==> src/rtl/acc_link_pkg.sv <==
package acc_link_pkg;
  localparam int unsigned ACC_W = 16;
  localparam int unsigned N_OPS = 7;
  localparam int unsigned N_STB = 5;

  typedef enum int unsigned {
    OP_AND  = 0,
    OP_ADD  = 1,
    OP_DR   = 2,
    OP_INP  = 3,
    OP_COM  = 4,
    OP_ROR  = 5,
    OP_ROL  = 6
  } op_idx_e;
endpackage

==> src/rtl/acc_strobe_check.sv <==
module acc_strobe_check #(
  parameter int unsigned NSTB = 5,
  parameter int unsigned NOPS = 7
) (
  input  logic [NSTB-1:0] stb_i,
  input  logic            ld_i,
  input  logic [NOPS-1:0] op_i,
  output logic            bad_o
);
  localparam int unsigned CW = $clog2(NOPS + NSTB + 1);

  logic [CW-1:0] stb_cnt;
  logic [CW-1:0] op_cnt;

  always_comb begin
    stb_cnt = '0;
    for (int i = 0; i < int'(NSTB); i++) stb_cnt = stb_cnt + CW'(stb_i[i]);
    op_cnt = '0;
    for (int j = 0; j < int'(NOPS); j++) op_cnt = op_cnt + CW'(op_i[j]);
  end

  assign bad_o = (stb_cnt > CW'(1)) || (ld_i && (op_cnt != CW'(1)));
endmodule

==> src/rtl/acc_term_mux.sv <==
module acc_term_mux #(
  parameter int unsigned W    = 16,
  parameter int unsigned NOPS = 7
) (
  input  logic [W-1:0]    ac_i,
  input  logic            e_i,
  input  logic [W-1:0]    dr_i,
  input  logic [W-1:0]    inp_i,
  input  logic [NOPS-1:0] sel_i,
  output logic [W-1:0]    ac_ld_o,
  output logic            e_ld_o
);
  import acc_link_pkg::*;

  logic [W-1:0] term  [NOPS];
  logic         eterm [NOPS];
  logic [W:0]   sum;
  logic [W-1:0] acc_or [NOPS+1];
  logic         e_or   [NOPS+1];
  logic         e_keep;

  assign sum = {1'b0, ac_i} + {1'b0, dr_i};

  always_comb begin
    for (int k = 0; k < int'(NOPS); k++) begin
      term[k]  = '0;
      eterm[k] = 1'b0;
    end
    term[OP_AND]  = ac_i & dr_i;
    term[OP_ADD]  = sum[W-1:0];
    eterm[OP_ADD] = sum[W];
    term[OP_DR]   = dr_i;
    term[OP_INP]  = inp_i;
    term[OP_COM]  = ~ac_i;
    term[OP_ROR]  = {e_i, ac_i[W-1:1]};
    eterm[OP_ROR] = ac_i[0];
    term[OP_ROL]  = {ac_i[W-2:0], e_i};
    eterm[OP_ROL] = ac_i[W-1];
  end

  // ops that do not touch the link pass the old value through
  assign e_keep = sel_i[OP_AND] | sel_i[OP_DR] | sel_i[OP_INP] | sel_i[OP_COM];

  assign acc_or[0] = '0;
  assign e_or[0]   = e_keep & e_i;

  for (genvar g = 0; g < int'(NOPS); g++) begin : g_gate
    assign acc_or[g+1] = acc_or[g] | (term[g] & {W{sel_i[g]}});
    assign e_or[g+1]   = e_or[g]   | (eterm[g] & sel_i[g]);
  end

  assign ac_ld_o = acc_or[NOPS];
  assign e_ld_o  = e_or[NOPS];
endmodule

==> src/rtl/acc_status.sv <==
module acc_status #(
  parameter int unsigned W = 16
) (
  input  logic [W-1:0] ac_i,
  input  logic         e_i,
  output logic         zero_o,
  output logic         neg_o,
  output logic         ezero_o
);
  assign zero_o  = ~|ac_i;
  assign neg_o   = ac_i[W-1];
  assign ezero_o = ~e_i;
endmodule

==> src/rtl/acc_link_alu.sv <==
module acc_link_alu
  import acc_link_pkg::*;
#(
  parameter int unsigned W    = ACC_W,
  parameter int unsigned NOPS = N_OPS
) (
  input  logic            clk,
  input  logic            rst_n,
  input  logic [W-1:0]    dr_i,
  input  logic [W-1:0]    inp_i,
  input  logic            ac_ld_i,
  input  logic [NOPS-1:0] op_i,
  input  logic            ac_clr_i,
  input  logic            ac_inc_i,
  input  logic            e_cmp_i,
  input  logic            e_clr_i,
  output logic [W-1:0]    ac_o,
  output logic            e_o,
  output logic            ac_zero_o,
  output logic            ac_neg_o,
  output logic            e_zero_o,
  output logic            err_o
);
  localparam int unsigned NSTB = N_STB;

  logic [W-1:0]    ac_q, ac_d, ld_val;
  logic            e_q, e_d, e_ld;
  logic            err_q, bad;
  logic [NSTB-1:0] stb;

  assign stb = {ac_ld_i, ac_clr_i, ac_inc_i, e_cmp_i, e_clr_i};

  acc_strobe_check #(.NSTB(NSTB), .NOPS(NOPS)) u_chk_stb (
    .stb_i (stb),
    .ld_i  (ac_ld_i),
    .op_i  (op_i),
    .bad_o (bad)
  );

  acc_term_mux #(.W(W), .NOPS(NOPS)) u_terms (
    .ac_i    (ac_q),
    .e_i     (e_q),
    .dr_i    (dr_i),
    .inp_i   (inp_i),
    .sel_i   (op_i),
    .ac_ld_o (ld_val),
    .e_ld_o  (e_ld)
  );

  always_comb begin
    ac_d = ac_q;
    e_d  = e_q;
    if (!bad) begin
      if (ac_ld_i) begin
        ac_d = ld_val;
        e_d  = e_ld;
      end else if (ac_clr_i) begin
        ac_d = '0;
      end else if (ac_inc_i) begin
        ac_d = ac_q + W'(1);
      end else if (e_cmp_i) begin
        e_d = ~e_q;
      end else if (e_clr_i) begin
        e_d = 1'b0;
      end
    end
  end

  always_ff @(posedge clk) begin
    if (!rst_n) begin
      ac_q  <= '0;
      e_q   <= 1'b0;
      err_q <= 1'b0;
    end else begin
      ac_q  <= ac_d;
      e_q   <= e_d;
      err_q <= bad;
    end
  end

  acc_status #(.W(W)) u_status (
    .ac_i    (ac_q),
    .e_i     (e_q),
    .zero_o  (ac_zero_o),
    .neg_o   (ac_neg_o),
    .ezero_o (e_zero_o)
  );

  assign ac_o  = ac_q;
  assign e_o   = e_q;
  assign err_o = err_q;
endmodule

==> config.mk <==
export PLATFORM = sky130hd
export DESIGN_NAME = acc_link_alu
export DESIGN_NICKNAME = d
export VERILOG_FILES = /design/src/rtl/acc_link_pkg.sv /design/src/rtl/acc_strobe_check.sv /design/src/rtl/acc_term_mux.sv /design/src/rtl/acc_status.sv /design/src/rtl/acc_link_alu.sv
export SDC_FILE = /design/constraint.sdc
export NUM_CORES = 1
export LEC_CHECK = 0
export ABC_AREA = 1
export BUFFER_PORTS_ARGS = -buffer_cell sky130_fd_sc_hd__buf_2
export CAP_MARGIN = 20
export CORE_UTILIZATION = 44
export CTS_CLUSTER_DIAMETER = 50
export CTS_CLUSTER_SIZE = 16
export DETAILED_ROUTE_END_ITERATION = 6
export GPL_TIMING_DRIVEN = 0
export PLACE_DENSITY = 0.69
export SLEW_MARGIN = 20
export SYNTH_ARGS = -nofsm -noshare
export SYNTH_HDL_FRONTEND = slang
export SYNTH_SLANG_ARGS = --single-unit
==> constraint.sdc <==
create_clock -name clk -period 3.4 [get_ports clk]
set_clock_uncertainty 0.05 [all_clocks]
set_input_delay 0 -clock clk [delete_from_list [all_inputs] [get_ports clk]]
set_output_delay 0 -clock clk [all_outputs]
set_load 0.02 [all_outputs]
Word-level counts from Yosys, hierarchy flattened --
Index checks and enable logic that the tools add are counted.
Operators by class: add/sub/neg operators 12, magnitude comparators 1, eq/ne operators 3, mux-type cells 8, bitwise logic cells 27, reduce and logical (&&, ||, !) cells 8
Operators by type and width (count):
- AND 16 bit | 8
- OR 16 bit | 6
- 2-to-1 mux 16 bit | 3
- adder 4 x 1 -> 4 bit | 8
- adder 16 x 16 -> 17 bit | 1
- adder 16 x 1 -> 16 bit, second input constant | 1
- inverter 16 bit | 1
- OR reduction 16 bit | 1
- OR 1 bit | 6
- nonzero test 3 bit | 2
- 2-to-1 mux 1 bit | 5
- adder 1 x 1 -> 2 bit | 2
- AND 1 bit | 4
- greater-than comparator 4 x 1 -> 1 bit, second input constant | 1
- != test 2 bit, second input constant | 2
- != test 4 x 1 -> 1 bit, second input constant | 1
- AND reduction 4 bit | 1
- inverter 1 bit | 2
- AND reduction 2 bit | 1
- logical AND 1 bit | 1
- zero test 1 bit | 1
- logical OR 1 bit | 1
Storage, ports and cells: bits in registers 18, bits of input ports 46, output and inout bits 21, word-level logic and storage cells 62

Logic depth before layout (Yosys ltp) --
word-level depth 11, depth in mapped cells 21, mapped depth without buffers 19

By module --
A second synthesis with hierarchy kept.
Second synthesis, totals: cells, all modules 572, area, all modules 3228.1 sq um
Modules (own cells, without submodules):
- acc_term_mux | times used 1, cells an instance 338, area each 1684.1 sq um, seq. area each 0.0 sq um
- acc_link_alu | times used 1, cells an instance 177, area each 1232.4 sq um, seq. area each 360.3 sq um
- acc_strobe_check | times used 1, cells an instance 28, area each 196.4 sq um, seq. area each 0.0 sq um
- acc_status | times used 1, cells an instance 29, area each 115.1 sq um, seq. area each 0.0 sq um

Worst setup path after synthesis --
Ideal clock, no wire load.
path kind input to register, start input op_i[2], end register ac_q[3], in the netlist ac_o[3], setup time 0.113 ns, arrival 3.052 ns, data required time 3.237 ns, path slack 0.185 ns, stages 19, buffers on the path 3, cells stage by stage buf_2 -> buf_1 -> inv_1 -> fa_1 -> fa_1 -> inv_1 -> ha_1 -> inv_1 -> fa_1 -> nand2_1 -> nor2_1 -> nand2_1 -> nand2_1 -> nand3_1 -> a21oi_1 -> buf_2 -> nand2_1 -> o21ai_1 -> inv_1
Between the ends: cells in the longest elaborated chain, start to end 10, elaborated cells between the ends (all ways) 17, classes of those cells 5 x add/sub; 1 x eq/ne; 1 x mux; 7 x bitwise; 3 x reduce/logical
RTL lines:
- start: declaration | RTL line acc_link_alu.sv:12 | input logic [NOPS-1:0] op_i,
- adder 4 x 1 -> 4 bit (5 in series) | RTL line acc_strobe_check.sv:19 | for (int j = 0; j < int'(NOPS); j++) op_cnt = op_cnt + CW'(op_i[j]);
- != test 4 x 1 -> 1 bit | RTL line acc_strobe_check.sv:22 | assign bad_o = (stb_cnt > CW'(1)) || (ld_i && (op_cnt != CW'(1)));
- logical AND 1 bit | RTL line acc_strobe_check.sv:22
- logical OR 1 bit | RTL line acc_strobe_check.sv:22
- inverter 1 bit (no line)
- AND reduction 2 bit (no line)
- end signal: assignment | RTL line acc_link_alu.sv:71 | ac_q <= '0;
- end signal: assignment | RTL line acc_link_alu.sv:75 | ac_q <= ac_d;
- end: declaration | RTL line acc_link_alu.sv:26 | logic [W-1:0] ac_q, ac_d, ld_val;
Several ways; a longest one is shown, not always the timed one. A chain may end at the register's enable or synchronous reset.

Worst setup path in the final report --
start input op_i[4], end register ac_q[0], in the netlist ac_o[0]
Between the ends: cells in the longest elaborated chain, start to end 8, elaborated cells between the ends (all ways) 13, classes of those cells 3 x add/sub; 1 x eq/ne; 1 x mux; 5 x bitwise; 3 x reduce/logical
RTL lines (RTL line):
- adder 4 x 1 -> 4 bit (3 in series) | acc_strobe_check.sv:19
- != test 4 x 1 -> 1 bit | acc_strobe_check.sv:22
- logical AND 1 bit | acc_strobe_check.sv:22
- logical OR 1 bit | acc_strobe_check.sv:22
- inverter 1 bit (no line)
- AND reduction 2 bit (no line)
Several ways; a longest one is shown, not always the timed one.

==> impl_metrics.json <==
{
  "place_area_sq_mm": 0.003605,
  "clk_pin_slew_ps": 80,
  "vias": 4004,
  "grt_usage_pct": 31.01,
  "cts_max_level": 1,
  "viasPerCell": 5.584,
  "cpMaxStageDelayCell": "fa_1",
  "fin_area_sq_mm": 0.003672,
  "area_growth_pct": 15.69,
  "drv_cap": 0,
  "min_path_type": "in2reg",
  "cts_buffers": 3,
  "synth.most_common_cell": "nand2_1",
  "die_area_sq_mm": 0.007558,
  "drive_gt1_share_pct": 17.39,
  "finalSetupViolations": 0,
  "worstSetupStartpointType": "primary input",
  "yosysWarningCount": 0,
  "rows": 30,
  "synth_edf_count": 0,
  "final_core_util_pct": 53.46,
  "grt_pass1_wl_mm": 18.42,
  "reg2regPathDepth": 12,
  "synth.distinct_cells": 43,
  "status": "finished clean",
  "avgSynthCellArea_sq_um": 5.719,
  "hold_viol": 0,
  "r2r_start": "ac_o[0]",
  "gp_congestion": 0.9283,
  "postCtsSetupRepairBufs": 0,
  "worstHoldStart": "ac_clr_i",
  "ir_worst_vdd_mv": 0.2301,
  "core-area_sq_mm": 0.006869,
  "clock_path_buffers": 2,
  "initial_core_util_pct": 46.21,
  "p_leak_nw": 1.899,
  "syn-cell-area_sq_mm": 0.003174,
  "antennaDiodeCount": 0,
  "post-route-period-util_pct": 94.90,
  "io_pins": 67,
  "path_common_cell": "inv_1",
  "holdPathStages": 4,
  "cts_tree": "done",
  "tightest_slew_ps": 541.1,
  "worstPathArrival_ps": 3340,
  "post_drt_wl_per_cell_um": 15.81,
  "grt_overflow_total": 0,
  "clock_latency_ps": 270,
  "clockRootBuffer": "clkbuf_8",
  "crit_path_end_kind": "register",
  "synth_area_leaders": "nand2_1 21%, dfxtp_1 11%, ha_1 9.1%, inv_1 8.2%, a21oi_1 7.3%",
  "dr.pass1.iters": 5,
  "wirelength_mm": 11.34,
  "fin_tns_setup_ps": 0,
  "crit_required_ps": 3510,
  "rr_endpoint": "ac_o[8]",
  "drv_slew": 0,
  "cp_max_fo": 10,
  "synth_commonest_cells": "175 x nand2_1, 69 x inv_1, 46 x a21oi_1, 36 x nor2_1, 35 x nand3_1",
  "hold_end": "ac_o[1]",
  "grt_pass1_vias": 3766,
  "synth_top_area_share_pct": 20.69,
  "fmax_mhz": 309.9,
  "ant_nets": 0,
  "synth_nets": 630,
  "synth-async-reset-ratio_pct": 0,
  "nNetsFinal": 697,
  "rsz0062_at_grt": "false",
  "drt_iter0_drc": 336,
  "max_slew_margin_pct": 63.93,
  "max_stage_delay_ps": 550,
  "grt_antenna_before_repair": 0,
  "yosysSeqAreaShare_pct": 11.35,
  "worst-setup-path-type": "in2reg",
  "drcViolationCount": 0,
  "die_w_um": 86.94,
  "yosysTopAreaCell": "nand2_1",
  "crit_chain": "buf_2 > inv_1 > buf_2 > fa_1 > fa_1 > inv_1 > ha_1 > inv_1 > fa_1 > nand2_1 > nor2_1 > nand2_1 > nand2_1 > nand3_1 > inv_1 > o21ai_2 > buf_4 > nor3_1 > nor2_1",
  "ys_ff_latch": 18,
  "power_density_mw_per_mm2": 385.5,
  "grt_max_degree": 19,
  "numClockSinks": 18,
  "die_h_um": 86.94,
  "layout_min_cycle_time_ps": 3227,
  "place_hpwl_mm": 9.082,
  "port-buffer-count": 62,
  "synth_cells": 555,
  "p_total_mw": 1.416,
  "r2r_slack_ps": 1120,
  "synth-main-ff-cell": "dfxtp_1"
}
[how the worst max path moves through the flow]
stage	to	start	slack, ps	cells past startpoint
global route	ac_o[3]	op_i[4]	30	19
global placement	ac_o[3]	op_i[2]	-410	19
detailed placement	ac_o[3]	op_i[2]	-490	19
CTS	ac_o[3]	op_i[4]	100	19
floorplan	ac_o[3]	op_i[2]	180	19
finish	ac_o[0]	op_i[4]	170	19
[state kept, by name (all words and copies together) (netlist names)]
register / count
ac_o: 16
err_o: 1
e_o: 1
[worst max-delay path: cells and delay by family]
family,cells,cell delay (ps)
adders and majority gates,4,1610
and+or+nand+nor,7,720
buffers and inverters,7,910
AOI/OAI and AO/OA,1,70
[cells in the final DEF, fill, tap and decap left out, types with 2 or more instances in the layout]
cell type / netlist / layout
and2_1: 2 / 2
or2_2: 2 / 2
nand3_1: 35 / 35
buf_2: 10 / 71
nand2_1: 175 / 175
a21oi_1: 46 / 45
nand2_2: 3 / 3
ha_1: 23 / 23
buf_4: 4 / 5
a221oi_1: 10 / 10
a21oi_2: 3 / 4
inv_1: 69 / 69
o22ai_1: 8 / 8
dfxtp_1: 18 / 18
fa_1: 6 / 6
nand4_1: 15 / 15
inv_2: 7 / 7
o21ai_1: 3 / 3
o21ai_0: 31 / 31
a31oi_1: 4 / 4
o2111ai_1: 2 / 2
a22o_1: 3 / 3
clkbuf_8: 0 / 4
nor2_1: 36 / 36
nor2_4: 5 / 5
a21boi_0: 2 / 2
nor3_1: 11 / 11
clkbuf_1: 6 / 6
[layout make-up]
cell class,count,area [sq um]
Timing Repair Buffer,63,320.3
Fill cell,768,3197
Buffer,20,105.1
Multi-Input combinational cell,438,2405
Sequential cell,18,360.3
Inverter,78,306.5
Clock buffer,4,55.05
Tap cell,96,120.1
[logic make-up after synthesis]
family | Yosys count | synth area share, %
simple gates | 292 | 41.15
buf+inv | 99 | 13.01
flops | 18 | 11.35
fa+ha+maj | 29 | 12.85
compound gates | 117 | 21.64
[layer usage]
layer	wire length, um	vias up	global-route usage (%)	part of all wire [%]
met1	4993	1828	40.82	44
met5	0	-	0	0
met2	5315	176	54.69	47
met3	826	21	3.318	7.3
li1	-	1979	-	-
met4	201	0	6.212	1.8
[where the power goes]
group	internal, mW	total [mW]	switching [mW]
Clock	0.103	0.190	0.0868
Sequential	0.248	0.329	0.0805
Combinational	0.321	0.896	0.576
Total	0.672	1.42	0.743
[repair_timing]
item	in CTS	in global routing
hold endpoints to repair	3	0
gates resized for setup	0	3
setup endpoints to repair	15	10
hold buffers	1	0
[through the flow]
stage | hold WS [ps] | setup slack, ps | std cells
6_report | 68.21 | 173.3 | 717
3_3_place_gp | 265.4 | -412.3 | 713
3_5_place_dp | 272.0 | -489.5 | 713
2_1_floorplan | 88.31 | 184.6 | 555
5_1_grt | 96.73 | 33.21 | 717
4_1_cts | 57.41 | 95.29 | 717
(Power assumes the default switching activity.)
